### src/rtl/ws_pkg.sv
package ws_pkg;
    typedef enum logic [1:0] {
        MODE_EXT = 2'b00,
        MODE_CNT = 2'b01,
        MODE_AND = 2'b10,
        MODE_OR  = 2'b11
    } ws_mode_e;
endpackage

### src/rtl/ws_cfg_reg.sv
module ws_cfg_reg
    import ws_pkg::*;
#(
    parameter int       CNT_W    = 3,
    parameter int       RST_CNT  = 7,
    parameter ws_mode_e RST_MODE = MODE_AND
) (
    input  logic             clk,
    input  logic             rst_n,
    input  logic             we,
    input  logic [CNT_W-1:0] cnt_in,
    input  logic [1:0]       mode_in,
    output logic [CNT_W-1:0] cnt_out,
    output ws_mode_e         mode_out
);
    typedef struct packed {
        logic [CNT_W-1:0] cnt;
        ws_mode_e         mode;
    } cfg_t;

    cfg_t reg_d, reg_q;

    always_comb begin
        reg_d = reg_q;
        if (we) begin
            reg_d.cnt  = cnt_in;
            reg_d.mode = ws_mode_e'(mode_in);
        end
    end

    always_ff @(posedge clk or negedge rst_n) begin
        if (!rst_n) begin
            reg_q.cnt  <= CNT_W'(RST_CNT);
            reg_q.mode <= RST_MODE;
        end else begin
            reg_q <= reg_d;
        end
    end

    assign cnt_out  = reg_q.cnt;
    assign mode_out = reg_q.mode;
endmodule

### src/rtl/ws_down_counter.sv
module ws_down_counter #(
    parameter int CNT_W = 3
) (
    input  logic             clk,
    input  logic             rst_n,
    input  logic             load,
    input  logic [CNT_W-1:0] load_val,
    input  logic             run,
    output logic [CNT_W-1:0] cnt,
    output logic             wait_n
);
    localparam logic [CNT_W-1:0] ZERO = '0;
    localparam logic [CNT_W-1:0] ONE  = CNT_W'(1);

    logic [CNT_W-1:0] cnt_d, cnt_q;

    always_comb begin
        cnt_d = cnt_q;
        if (load) begin
            cnt_d = load_val;
        end else if (run && (cnt_q != ZERO)) begin
            cnt_d = cnt_q - ONE;
        end
    end

    always_ff @(posedge clk or negedge rst_n) begin
        if (!rst_n) cnt_q <= ZERO;
        else        cnt_q <= cnt_d;
    end

    assign cnt    = cnt_q;
    assign wait_n = (cnt_q != ZERO);
endmodule

### src/rtl/ws_ready_mux.sv
module ws_ready_mux
    import ws_pkg::*;
(
    input  ws_mode_e mode,
    input  logic     ext_n,
    input  logic     cnt_n,
    output logic     rdy_n
);
    always_comb begin
        unique case (mode)
            MODE_EXT: rdy_n = ext_n;
            MODE_CNT: rdy_n = cnt_n;
            MODE_AND: rdy_n = ext_n | cnt_n;
            MODE_OR:  rdy_n = ext_n & cnt_n;
            default:  rdy_n = 1'b1;
        endcase
    end
endmodule

### src/rtl/wait_state_gen.sv
module wait_state_gen
    import ws_pkg::*;
#(
    parameter int       CNT_W    = 3,
    parameter int       RST_CNT  = 7,
    parameter ws_mode_e RST_MODE = MODE_AND
) (
    input  logic             clk,
    input  logic             rst_n,
    input  logic             cfg_we,
    input  logic [CNT_W-1:0] cfg_cnt,
    input  logic [1:0]       cfg_mode,
    input  logic             access_start,
    input  logic             ext_rdy_n,
    output logic             rdy_int_n,
    output logic             acc_done
);
    typedef struct packed {
        logic     active;
        ws_mode_e mode;
    } acc_t;

    acc_t st_d, st_q;

    logic [CNT_W-1:0] cfg_cnt_q;
    ws_mode_e         cfg_mode_q;
    logic [CNT_W-1:0] wcnt_q;
    logic             cnt_wait_n;
    logic             mux_rdy_n;
    logic             start_go;
    logic             active_q;
    logic [1:0]       amode_q;

    ws_cfg_reg #(
        .CNT_W   (CNT_W),
        .RST_CNT (RST_CNT),
        .RST_MODE(RST_MODE)
    ) u_cfg (
        .clk     (clk),
        .rst_n   (rst_n),
        .we      (cfg_we),
        .cnt_in  (cfg_cnt),
        .mode_in (cfg_mode),
        .cnt_out (cfg_cnt_q),
        .mode_out(cfg_mode_q)
    );

    assign start_go = access_start && !st_q.active;

    ws_down_counter #(.CNT_W(CNT_W)) u_cnt (
        .clk     (clk),
        .rst_n   (rst_n),
        .load    (start_go),
        .load_val(cfg_cnt_q),
        .run     (st_q.active),
        .cnt     (wcnt_q),
        .wait_n  (cnt_wait_n)
    );

    ws_ready_mux u_mux (
        .mode (st_q.mode),
        .ext_n(ext_rdy_n),
        .cnt_n(cnt_wait_n),
        .rdy_n(mux_rdy_n)
    );

    always_comb begin
        st_d = st_q;
        if (st_q.active) begin
            if (!mux_rdy_n) st_d.active = 1'b0;
        end else if (start_go) begin
            st_d.active = 1'b1;
            st_d.mode   = cfg_mode_q;
        end
    end

    always_ff @(posedge clk or negedge rst_n) begin
        if (!rst_n) begin
            st_q.active <= 1'b0;
            st_q.mode   <= RST_MODE;
        end else begin
            st_q <= st_d;
        end
    end

    assign active_q  = st_q.active;
    assign amode_q   = st_q.mode;
    assign rdy_int_n = st_q.active ? mux_rdy_n : 1'b1;
    assign acc_done  = st_q.active & ~mux_rdy_n;
endmodule

### config.mk
export PLATFORM = sky130hd
export DESIGN_NAME = wait_state_gen
export DESIGN_NICKNAME = d
export VERILOG_FILES = /design/src/rtl/ws_pkg.sv /design/src/rtl/ws_cfg_reg.sv /design/src/rtl/ws_down_counter.sv /design/src/rtl/ws_ready_mux.sv /design/src/rtl/wait_state_gen.sv
export SDC_FILE = /design/constraint.sdc
export NUM_CORES = 1
export LEC_CHECK = 0
export BUFFER_PORTS_ARGS = -buffer_cell sky130_fd_sc_hd__buf_2
export CORE_MARGIN = 2
export CORE_UTILIZATION = 40
export DETAILED_ROUTE_END_ITERATION = 10
export HOLD_SLACK_MARGIN = 0.12
export PLACE_DENSITY = 0.58
export SLEW_MARGIN = 0
export SYNTH_ARGS = -nofsm -noshare
export SYNTH_HDL_FRONTEND = slang
export SYNTH_SLANG_ARGS = --single-unit
### constraint.sdc
create_clock -name clk -period 1.3 [get_ports clk]
set_input_delay 0.065 -clock clk [delete_from_list [all_inputs] [get_ports clk]]
set_output_delay 0.065 -clock clk [all_outputs]
set_load 0.005 [all_outputs]
# Word level (Yosys, flattened, before mapping)
# Cells that the tools add are included.
[word_totals] wordCells=28 output_inout_bits=2 register_bits=11 inputBits=10
[classes] reduce_logical=7 bitwise_logic=5 mux=7 n_eq_ne=3 addsub=1
[op_table] cell="3-bit 2-to-1 mux" count=3
[op_table] cell="2-bit equality test (second input constant)" count=2
[op_table] cell="1-bit case mux with 4 select lines" count=1
[op_table] cell="1-bit 2-to-1 mux" count=3
[op_table] cell="3-bit nonzero test" count=1
[op_table] cell="3-bit by 1-bit subtractor with 3-bit output (second input constant)" count=1
[op_table] cell="1-bit AND" count=2
[op_table] cell="2-bit by 1-bit equality test with 1-bit output (second input constant)" count=1
[op_table] cell="1-bit logical AND" count=2
[op_table] cell="2-bit logical NOT" count=1
[op_table] cell="1-bit NOT" count=2
[op_table] cell="2-bit AND reduction" count=1
[op_table] cell="2-bit nonzero test" count=1
[op_table] cell="1-bit logical NOT" count=1
[op_table] cell="1-bit bitwise OR" count=1

# Depth between registers and ports, before layout
# Gate-level depths: netlist (run 1).
[depth] ltp_word=5 ltp_mapped=5 ltp_nobuf=5

# Cells and area by module
# From an unflattened synthesis (run 1), not the netlist that was laid out.
[unflattened] hier_cells=45 area_unflattened_um2=543.0
[by_module_without_submodules] module="ws_down_counter" area_per_inst_um2=196.4 n_inst=1 seq_area_each_um2=75.1 cells_each=22
[by_module_without_submodules] module="ws_cfg_reg" area_per_inst_um2=186.4 n_inst=1 seq_area_each_um2=130.1 cells_each=10
[by_module_without_submodules] module="wait_state_gen" area_per_inst_um2=138.9 n_inst=1 seq_area_each_um2=76.3 cells_each=9
[by_module_without_submodules] module="ws_ready_mux" area_per_inst_um2=21.3 n_inst=1 seq_area_each_um2=0.0 cells_each=4

# Worst setup path before layout (run 1)
# Ideal clock, no wire load.
[synth_path] kind="register to register" start="register u_cnt.cnt_q[0], in the netlist u_cnt.cnt[0]" end="register u_cnt.cnt_q[1], in the netlist u_cnt.cnt[1]" path_slack_ps=178 stages_incl_launch_ff=6 arrival_time_ps=996 setup_time_ps=126 synth_period_minus_slack_ps=1122 t_required_ps=1174 path_buffers=0 path_cell_list="dfrtp_1 inv_1 ha_1 nand2b_4 a32oi_1 o21ai_1"
[synth_via] elab_chain_cells=3 word_cells_on_any_way=6 classes_between="add/sub (1); mux (2); reduce/logical (3)"
[synth_rtl] element="start: declaration" line="ws_down_counter.sv:15" text="logic [CNT_W-1:0] cnt_d, cnt_q;"
[synth_rtl] element="start signal: assignment" line="ws_down_counter.sv:28" text="else cnt_q <= cnt_d;"
[synth_rtl] element="3-bit by 1-bit subtractor with 3-bit output / 3-bit nonzero test (equally long branches)" line="ws_down_counter.sv:22, ws_down_counter.sv:21"
[synth_rtl] element="3-bit 2-to-1 mux / 1-bit logical AND (equally long branches)" line="ws_down_counter.sv:21" text="end else if (run && (cnt_q != ZERO)) begin"
[synth_rtl] element="3-bit 2-to-1 mux / 2-bit nonzero test (equally long branches)"
# Parallel ways exist; a longest one is shown, timed or not. The select of a mux whose other input is x is not followed.
# A chain may end at the register's enable or synchronous reset.

# Worst setup path in the final report (run 1)
[layout_path] start="register u_cnt.cnt_q[0], in the netlist u_cnt.cnt[0]" end="output acc_done"
[layout_via] elab_chain_cells=5 word_cells_on_any_way=6 classes_between="mux (1); bitwise (4); reduce/logical (1)"
[layout_rtl] element="3-bit nonzero test *" line="ws_down_counter.sv:32" text="assign wait_n = (cnt_q != ZERO);"
[layout_rtl] element="1-bit AND / 1-bit bitwise OR (equally long branches)" line="ws_ready_mux.sv:14, ws_ready_mux.sv:13"
[layout_rtl] element="1-bit case mux with 4 select lines *" line="ws_ready_mux.sv:10" text="unique case (mode)"
[layout_rtl] element="1-bit NOT *" line="wait_state_gen.sv:89" text="assign acc_done = st_q.active & ~mux_rdy_n;"
[layout_rtl] element="1-bit AND *" line="wait_state_gen.sv:89"
[layout_rtl] element="end: declaration" line="wait_state_gen.sv:16" text="output logic acc_done"
# Every way passes the cells marked *; elsewhere a longest branch is shown, timed or not.

==> results of run 1 <==
[cells by family (layout without fill, tap and decap cells)]
family,count (synthesis),count (layout),share of synthesized area [%]
AND/OR/NAND/NOR,8,8,12.5
buffers and inverters,7,32,5.71
flip-flops,11,11,47.6
multiplexers,6,6,11.4
AO/OA/AOI/OAI,14,14,17.1
XOR/XNOR,1,1,1.48
adder cells (fa/ha/maj),2,2,4.23
[final cells by class]
cell class,instances,share of cell area [%]
clock buffer,4,3.17
multi-input combinational,31,39.4
tap,15,2.27
inverter,6,2.72
timing repair buffer,22,18.4
sequential,11,34.0
[how the worst max path moves through the flow]
| stage | end | slack [ns] |
|---|---|---|
| floorplan | u_cnt.cnt[1] | 0.18 |
| global placement | acc_done | 0.04 |
| detailed placement | acc_done | 0.04 |
| CTS | acc_done | -0.09 |
| global route | acc_done | -0.20 |
| finish | acc_done | -0.10 |
[metal layers]
layer	GRT usage (%)	vias to the layer above	share of wire, %
met5	0	-	0
met4	9.38	0	0.70
met3	2.59	2	3.2
met2	23.4	9	50
met1	18.9	204	46
li1	-	224	-
[per-stage QoR]
stage | std cells | setup WS, ns
2_1_floorplan | 49 | 0.178
3_3_place_gp | 74 | 0.0447
3_5_place_dp | 74 | 0.0446
4_1_cts | 89 | -0.0895
5_1_grt | 89 | -0.201
6_report | 89 | -0.105
[flip-flops by register name (all words and copies together), names as in the netlist]
signal / flops
u_cfg.mode_out: 2
active_q: 1
u_cnt.cnt: 3
u_cfg.cnt_out: 3
amode_q: 2
[power by group through the flow]
stage               clock network [uW]  logic [uW]  registers, uW
CTS                                238         890            594
finish                             226         991            600
global placement                     0         658            585
floorplan                            0         596            532
global route                       261        1090            625
detailed placement                   0         663            588
[placed cells by master (no fill, tap or decap), drive strengths merged, types with 2 or more instances in the layout]
master       count
buf             16
mux2             6
dfrtp            6
dlygate4sd3      6
inv              6
dfstp            5
o21ai            5
clkbuf           4
a21oi            3
nor2b            3
ha               2
[what timing repair did]
action,in CTS,in global routing
hold buffers,6,0
gates cloned,0,0
endpoints found under the hold margin,16,0
pin swaps,1,1
setup endpoints to repair,2,4
buffers inserted,5,0
resized for setup,6,3
[worst reg2reg max path, stage by stage (launching register included)]
cell and delay [ns]:
dfrtp_1 0.37, inv_2 0.09, ha_4 0.16, nand2b_4 0.08, buf_4 0.16, a32oi_1 0.17
o21ai_1 0.08
==> results.tsv, run 1 <==
metric	value	unit
Reg2Reg Depth	6	
Critical Path End Type	output port	
CTS tree	done	
Final GP Congestion	0.704	
initial antenna violation count	0	
Reg2Reg Capture Point	u_cnt.cnt[1]	
antenna cell count	0	
Layout Nets	87	
sequential-to-total area share from yosys stat	47.6	%
cell area after layout	828	um^2
HP Start	cfg_we	
reg-to-reg critical path startpoint	u_cnt.cnt[1]	
Hold EP	u_cfg.mode_out[1]	
Comb pwr share	54.5	%
Residual DRC	0	
distinct cell type count after synthesis	24	
final total power	1820	uW
kind of critical path	flop to output port	
Levels on crit path	6	
RSZ-0062 raised after global routing	true	
crit path DAT	1.34	ns
syn nets	61	
clk_lat worst skew	0.26	ns
placed inst area	654	um^2
Routed WL per cell	12.8	um
Initial DRC Count	16	
CTS buffer count	3	
worst clock skew	0.00568	ns
# H-tree levels	1	
Tmin final	1.40	ns
worst path cell trace	inv_2, ha_4, nand2b_4, o21ai_4, a22o_1, buf_2	
Setup crit start	u_cnt.cnt[0]	
final worst slack	-0.105	ns
power density cells	2190	nW/um^2
gr usage total	14.9	%
Slew @ Worst Pin	0.361	ns
Worst Path Buf+Inv	2	
Net Sw Frac	36.1	%
Hold WC Path Type	input port to flop	
IO Pins	12	
CP top delay family	flip-flops	
area leader, netlist	dfrtp_1	
Int Pwr	1160	uW
mean post-synth cell area	12.1	um^2
Syn Inst Count	49	
core footprint	1330	um^2
Post-synth EDFFs	0	
Slew HR	75.9	%
Hold Worst Slack	0.129	ns
Worst Path Required	1.24	ns
status	finished, violations left	
largest cells by area after synthesis	dfrtp_1, dfstp_2, mux2_2	
setup TNS	-0.180	ns
Post-DRT Antenna Nets	0	
Routed WL	1140	um
Final Hold Viols	0	
number of global-route vias before repair	456	
DIE AREA	1800	um^2
worst reg2reg setup slack	0.07	ns
FF/Latch Area	282	um^2
leading cell types by count after synthesis	dfrtp_1, inv_1, mux2_2	
synth warn	0	
period utilisation layout	108	%
worst vdd ir	1.02	mV
Synth Register Bits	11	
HPWL after DPL	743	um
Max-cap violations	0	
Clk pwr share	12.4	%
FILL cells	121	
first-pass GRT wire length	2010	um
post-synthesis cell area	592	um^2
async set-reset flop share out of synthesis	100	%
routed via count	439	
grt ovf	0	
Psw	655	uW
clock root buffer master	clkbuf_4	
Final setup viols	2	
failing checks	negative setup slack	
Sequential Power Share	33.0	%
area grow syn2layout	40.0	%
chip height	42.5	um
slowest CP cell	dfrtp_1	
fmax	0.712	GHz
Final Max Slew Viols	0	
Longest Clk Path Bufs	2	
Most used DFF post-synth	dfrtp_1	
Final Core Density	62.1	%
Port Buffers	11	
Clock transition at path regs	0.07	ns
Rows	13	
cell count of the worst hold path	2	
Die Wd	42.5	um
leakage	0.000370	uW
CP startpoint kind	flop	
Sink Count	11	
CP max stage delay	0.36	ns
share of the synthesized area in the top cell type	25.4	%
CP max FO	3	
Initial Util	44.4	%
vias per cell	4.93	
fraction of layout cells with a size suffix above 1	56.8	%
Multi-input gate area	327	um^2
Pre-Repair DR Iteration Count	2	
largest net degree at the start of global routing	12	
Note: power is estimated with default switching activity, not from simulation.
==> run 2: changes to the inputs <==
==> constraint.sdc (replaced) <==
create_clock -name clk -period 1.6 [get_ports clk]
set_input_delay 0.08 -clock clk [delete_from_list [all_inputs] [get_ports clk]]
set_output_delay 0.08 -clock clk [all_outputs]
set_load 0.005 [all_outputs]
==> run 2 against run 1 <==
The flow now finishes without violations; sequential power is 21% lower; first-iteration DRC count is 69% lower; clock skew is 0.0050 ns lower; die area stayed put; largest power group unchanged; final cell count is 5.6% lower; largest cell class is now registers; highest routed layer is now met3; register-to-register slack better by 0.34 ns.
==> results.tsv, run 2 (synthesized netlist as in run 1, its figures left out) <==
metric	value	unit	change
status	complete, no violations		was finished, violations left
chip height	42.5	um	unchanged
Critical Path End Type	output port		unchanged
setup TNS	0	ns	was -0.180 ns
CP top delay family	flip-flops		unchanged
routed via count	425		was 439
CTS tree	done		unchanged
initial antenna violation count	0		unchanged
gr usage total	12.8	%	was 14.9%
number of global-route vias before repair	399		was 456
Final GP Congestion	0.765		was 0.704
placed inst area	654	um^2	unchanged
Longest Clk Path Bufs	2		unchanged
largest net degree at the start of global routing	12		unchanged
CP max stage delay	0.37	ns	was 0.36 ns
grt ovf	0		unchanged
power density cells	1630	nW/um^2	was 2190 nW/um^2
Hold Worst Slack	0.152	ns	was 0.129 ns
final worst slack	0.110	ns	was -0.105 ns
# H-tree levels	1		unchanged
FILL cells	122		was 121
Final Hold Viols	0		unchanged
FF/Latch Area	282	um^2	unchanged
clk_lat worst skew	0.26	ns	about the same
Initial Util	44.4	%	unchanged
core footprint	1330	um^2	unchanged
Worst Path Buf+Inv	2		unchanged
Initial DRC Count	5		was 16
Final Max Slew Viols	0		unchanged
Clock transition at path regs	0.07	ns	about the same
Routed WL	996	um	was 1140 um
Max-cap violations	0		unchanged
Psw	431	uW	was 655 uW
Routed WL per cell	11.9	um	was 12.8 um
Comb pwr share	46.0	%	was 54.5%
fmax	0.671	GHz	
Int Pwr	778	uW	was 1160 uW
Worst Path Required	1.52	ns	was 1.24 ns
Residual DRC	0		unchanged
area grow syn2layout	25.6	%	was 40.0%
Tmin final	1.49	ns	
leakage	0.000332	uW	was 0.000370 uW
clock root buffer master	clkbuf_4		unchanged
Sink Count	11		unchanged
fraction of layout cells with a size suffix above 1	47.8	%	was 56.8%
IO Pins	12		unchanged
Rows	13		unchanged
Layout Nets	82		was 87
Die Wd	42.5	um	unchanged
cell area after layout	743	um^2	was 828 um^2
HPWL after DPL	754	um	was 743 um
worst path cell trace	inv_1, ha_2, nand2b_4, o21ai_2, a22o_1, buf_2		was inv_2, ha_4, nand2b_4, o21ai_4, a22o_1, buf_2
Hold WC Path Type	input port to flop		unchanged
most frequent cells in the layout	buf_2, inv_1, mux2_2, dfrtp_1, dlygate4sd3_1		was buf_2, mux2_2, dfrtp_1, dlygate4sd3_1
Sequential Power Share	39.1	%	was 33.0%
RSZ-0062 raised after global routing	false		was true
Clk pwr share	14.9	%	was 12.4%
Multi-input gate area	279	um^2	was 327 um^2
Pre-Repair DR Iteration Count	4		was 2
CTS buffer count	3		unchanged
Final setup viols	0		was 2
worst clock skew	0.000723	ns	was 0.00568 ns
most common cell after layout, fill and taps aside	buf_2		unchanged
DP Worst Slack	0.335	ns	was 0.0446 ns
Post-DRT Antenna Nets	0		unchanged
first-pass GRT wire length	1690	um	was 2010 um
slowest CP cell	dfrtp_1		unchanged
vias per cell	5.06		was 4.93
CP startpoint kind	flop		unchanged
antenna cell count	0		unchanged
kind of critical path	flop to output port		unchanged
period utilisation layout	93.1	%	
Slew @ Worst Pin	0.355	ns	was 0.361 ns
Port Buffers	11		unchanged
Net Sw Frac	35.7	%	was 36.1%
Slew HR	76.4	%	was 75.9%
CP max FO	4		was 3
worst vdd ir	0.655	mV	was 1.02 mV
crit path DAT	1.41	ns	was 1.34 ns
DIE AREA	1800	um^2	unchanged
==> run 2: changes by cell type in the layout (fill, tap and decap cells not counted), sizes merged <==
cell and delta:
buf -5
==> run 2: repair_timing <==
item                                   in CTS  in global routing
hold buffers                                6                  0
gates resized for setup                     0                  1
endpoints found under the hold margin      16                  0
setup endpoints to repair                   0                  2
buffers inserted                            0                  0
==> run 2: metrics by stage <==
step	util (%)	instances	total power (uW)
2_1_floorplan	-	49	917
3_3_place_gp	49.1	74	1010
3_5_place_dp	49.1	74	1020
4_1_cts	55.5	84	1220
5_1_grt	55.7	84	1330
6_report	55.7	84	1210
==> run 2: routing by layer <==
layer	share of wire, %	vias to the layer above	routed length [um]	track usage (%)
met4	0	0	0	9.38
met2	48	11	482	20.6
met1	47	199	469	14.9
li1	-	215	-	-
met5	0	-	0	0
met3	4.4	0	44	2.59
==> run 2: power by group through the flow <==
stage | clock, uW | sequential, uW | combinational (uW)
floorplan | 0 | 432 | 484
global placement | 0 | 477 | 538
CTS | 192 | 472 | 557
detailed placement | 0 | 477 | 542
finish | 181 | 473 | 556
global route | 212 | 488 | 626
==> run 2: final timing paths <==
kind                                    from                end  slack [ns]  depth (start not counted)
min in group asynchronous              rst_n  u_cfg.mode_out[0]        0.21                          2
min                                   cfg_we   u_cfg.cnt_out[0]        0.15                          2
max reg2reg                     u_cnt.cnt[0]       u_cnt.cnt[1]        0.41                          5
max                             u_cnt.cnt[0]           acc_done        0.11                          6
min reg2reg                u_cfg.mode_out[1]         amode_q[1]        0.48                          2
max in group asynchronous              rst_n         amode_q[1]        1.14                          2
==> run 2: final cells by class <==
type                       count  share of cell area, %
clock buffer                   4                   3.54
inverter                       6                   3.03
multi-input combinational     31                   37.5
sequential                    11                   37.9
tap                           15                   2.53
timing repair buffer          17                   15.5
==> run 3: changes to the inputs <==
--- a/config.mk
+++ b/config.mk
@@ -11,7 +11,7 @@
 export DETAILED_ROUTE_END_ITERATION = 10
 export HOLD_SLACK_MARGIN = 0.12
 export PLACE_DENSITY = 0.58
-export SLEW_MARGIN = 0
+export SLEW_MARGIN = 20
 export SYNTH_ARGS = -nofsm -noshare
 export SYNTH_HDL_FRONTEND = slang
 export SYNTH_SLANG_ARGS = --single-unit
==> constraint.sdc (replaced) <==
create_clock -name clk -period 1.55 [get_ports clk]
set_input_delay 0.0775 -clock clk [delete_from_list [all_inputs] [get_ports clk]]
set_output_delay 0.0775 -clock clk [all_outputs]
set_load 0.005 [all_outputs]
==> run 3 against run 2 <==
Sequential power rose by 4%; critical endpoint unchanged; register-to-register slack worse by 0.07 ns; first-iteration DRC count up 40%; critical path depth is the same; via count rose by 0.47%.
==> results.tsv, run 3 (synthesized netlist as in run 1, its figures left out) <==
metric	value	unit	change
Final Core Density	56.5	%	was 55.7%
leakage	0.000333	uW	was 0.000332 uW
buffer count from post-CTS setup fixing	0		unchanged
slowest CP cell	dfrtp_1		unchanged
power density cells	1700	nW/um^2	was 1630 nW/um^2
Comb pwr share	47.2	%	was 46.0%
Routed WL	999	um	was 996 um
setup TNS	0	ns	unchanged
period utilisation layout	93.6	%	
reg-to-reg critical path startpoint	u_cnt.cnt[1]		was u_cnt.cnt[0]
Worst Path Buf+Inv	2		unchanged
Routed WL per cell	11.9	um	about the same
fmax	0.689	GHz	
Post-DRT Antenna Nets	0		unchanged
Setup crit start	u_cnt.cnt[0]		unchanged
area grow syn2layout	27.3	%	was 25.6%
Initial DRC Count	7		was 5
Die Wd	42.5	um	unchanged
Int Pwr	822	uW	was 778 uW
Critical Path End Type	output port		unchanged
Max-cap violations	0		unchanged
gr usage total	12.9	%	was 12.8%
CP startpoint kind	flop		unchanged
CTS buffer count	3		unchanged
first-pass GRT wire length	1700	um	was 1690 um
Slew HR	76.4	%	about the same
worst clock skew	0.000723	ns	unchanged
Clock transition at path regs	0.07	ns	about the same
DIE AREA	1800	um^2	unchanged
Worst Path Required	1.47	ns	was 1.52 ns
clock root buffer master	clkbuf_4		unchanged
worst reg2reg setup slack	0.34	ns	was 0.41 ns
Port Buffers	11		unchanged
most frequent cells in the layout	buf_2, mux2_2, dfrtp_1, dlygate4sd3_1		was buf_2, inv_1, mux2_2, dfrtp_1, dlygate4sd3_1
RSZ-0062 raised after global routing	false		unchanged
initial antenna violation count	0		unchanged
Rows	13		unchanged
Final setup viols	0		unchanged
core footprint	1330	um^2	unchanged
FILL cells	121		was 122
Layout Nets	82		unchanged
CTS tree	done		unchanged
kind of critical path	flop to output port		unchanged
Final GP Congestion	0.765		unchanged
Sink Count	11		unchanged
grt ovf	0		unchanged
Psw	457	uW	was 431 uW
Pre-Repair DR Iteration Count	4		unchanged
worst vdd ir	0.678	mV	was 0.655 mV
Clk pwr share	14.6	%	was 14.9%
Initial Util	44.4	%	unchanged
Residual DRC	0		unchanged
HPWL after DPL	754	um	unchanged
CP max FO	4		unchanged
worst path cell trace	inv_2, ha_4, nand2b_4, o21ai_2, a22o_1, buf_2		was inv_1, ha_2, nand2b_4, o21ai_2, a22o_1, buf_2
Tmin final	1.45	ns	
most common cell after layout, fill and taps aside	buf_2		unchanged
Final Hold Viols	0		unchanged
Hold WC Path Type	input port to flop		unchanged
Net Sw Frac	35.7	%	about the same
status	complete, no violations		unchanged
# H-tree levels	1		unchanged
Sequential Power Share	38.3	%	was 39.1%
Slew @ Worst Pin	0.354	ns	was 0.355 ns
crit path DAT	1.37	ns	was 1.41 ns
fraction of layout cells with a size suffix above 1	49.3	%	was 47.8%
FF/Latch Area	282	um^2	unchanged
vias per cell	5.08		was 5.06
Final Max Slew Viols	0		unchanged
chip height	42.5	um	unchanged
antenna cell count	0		unchanged
clk_lat worst skew	0.26	ns	about the same
IO Pins	12		unchanged
number of global-route vias before repair	398		was 399
CP top delay family	flip-flops		unchanged
CP max stage delay	0.39	ns	was 0.37 ns
routed via count	427		was 425
largest net degree at the start of global routing	12		unchanged
Multi-input gate area	289	um^2	was 279 um^2
Longest Clk Path Bufs	2		unchanged
HP Start	cfg_we		unchanged
[run 3: worst paths after layout]
kind / to / cells past startpoint
hold / removal: u_cfg.cnt_out[0] / 2
min in group asynchronous: u_cfg.mode_out[0] / 2
setup / recovery: acc_done / 6
setup reg to reg: u_cnt.cnt[2] / 5
max in group asynchronous: amode_q[1] / 2
hold reg to reg: amode_q[1] / 2
[run 3: cell type report]
type	instances	share of cell area, %
inverter	6	2.99
clock buffer	4	3.49
tap	15	2.49
timing repair buffer	17	15.3
sequential	11	37.4
multi-input combinational	31	38.4
[run 3: timing repair]
item,in CTS,in global routing
pin swaps,0,0
setup endpoints to repair,1,2
hold buffers,6,0
endpoints found under the hold margin,16,0
resized for setup,1,2
[run 3: worst reg2reg max path: stages, from the launching register on]
cell      delay (ns)
dfrtp_1         0.36
inv_1           0.13
ha_1            0.20
nor4bb_1        0.30
a21oi_1         0.07
o21ai_1         0.08
[run 3: power groups by stage]
stage          registers [uW]  logic [uW]  clock network (uW)
2_1_floorplan             446         500                   0
3_3_place_gp              492         555                   0
3_5_place_dp              492         559                   0
4_1_cts                   487         581                 198
5_1_grt                   507         680                 219
6_report                  490         603                 187
[run 3: metrics by stage]
step           std cells  hold WS [ns]  power (uW)  setup WS (ns)  cell area [um^2]
2_1_floorplan         49        -0.218         946          0.428               592
3_3_place_gp          74       -0.0456        1050          0.310               654
3_5_place_dp          74       -0.0434        1050          0.288               654
4_1_cts               84         0.142        1270         0.0398               743
5_1_grt               84         0.139        1410        0.00704               753
6_report              84         0.150        1280         0.0987               753
[run 3: layer usage]
| layer | global-route usage [%] | routed length (um) |
|---|---|---|
| met1 | 15.2 | 462 |
| met2 | 20.6 | 491 |
| met3 | 2.59 | 45 |
| met4 | 9.38 | 0 |
| met5 | 0 | 0 |
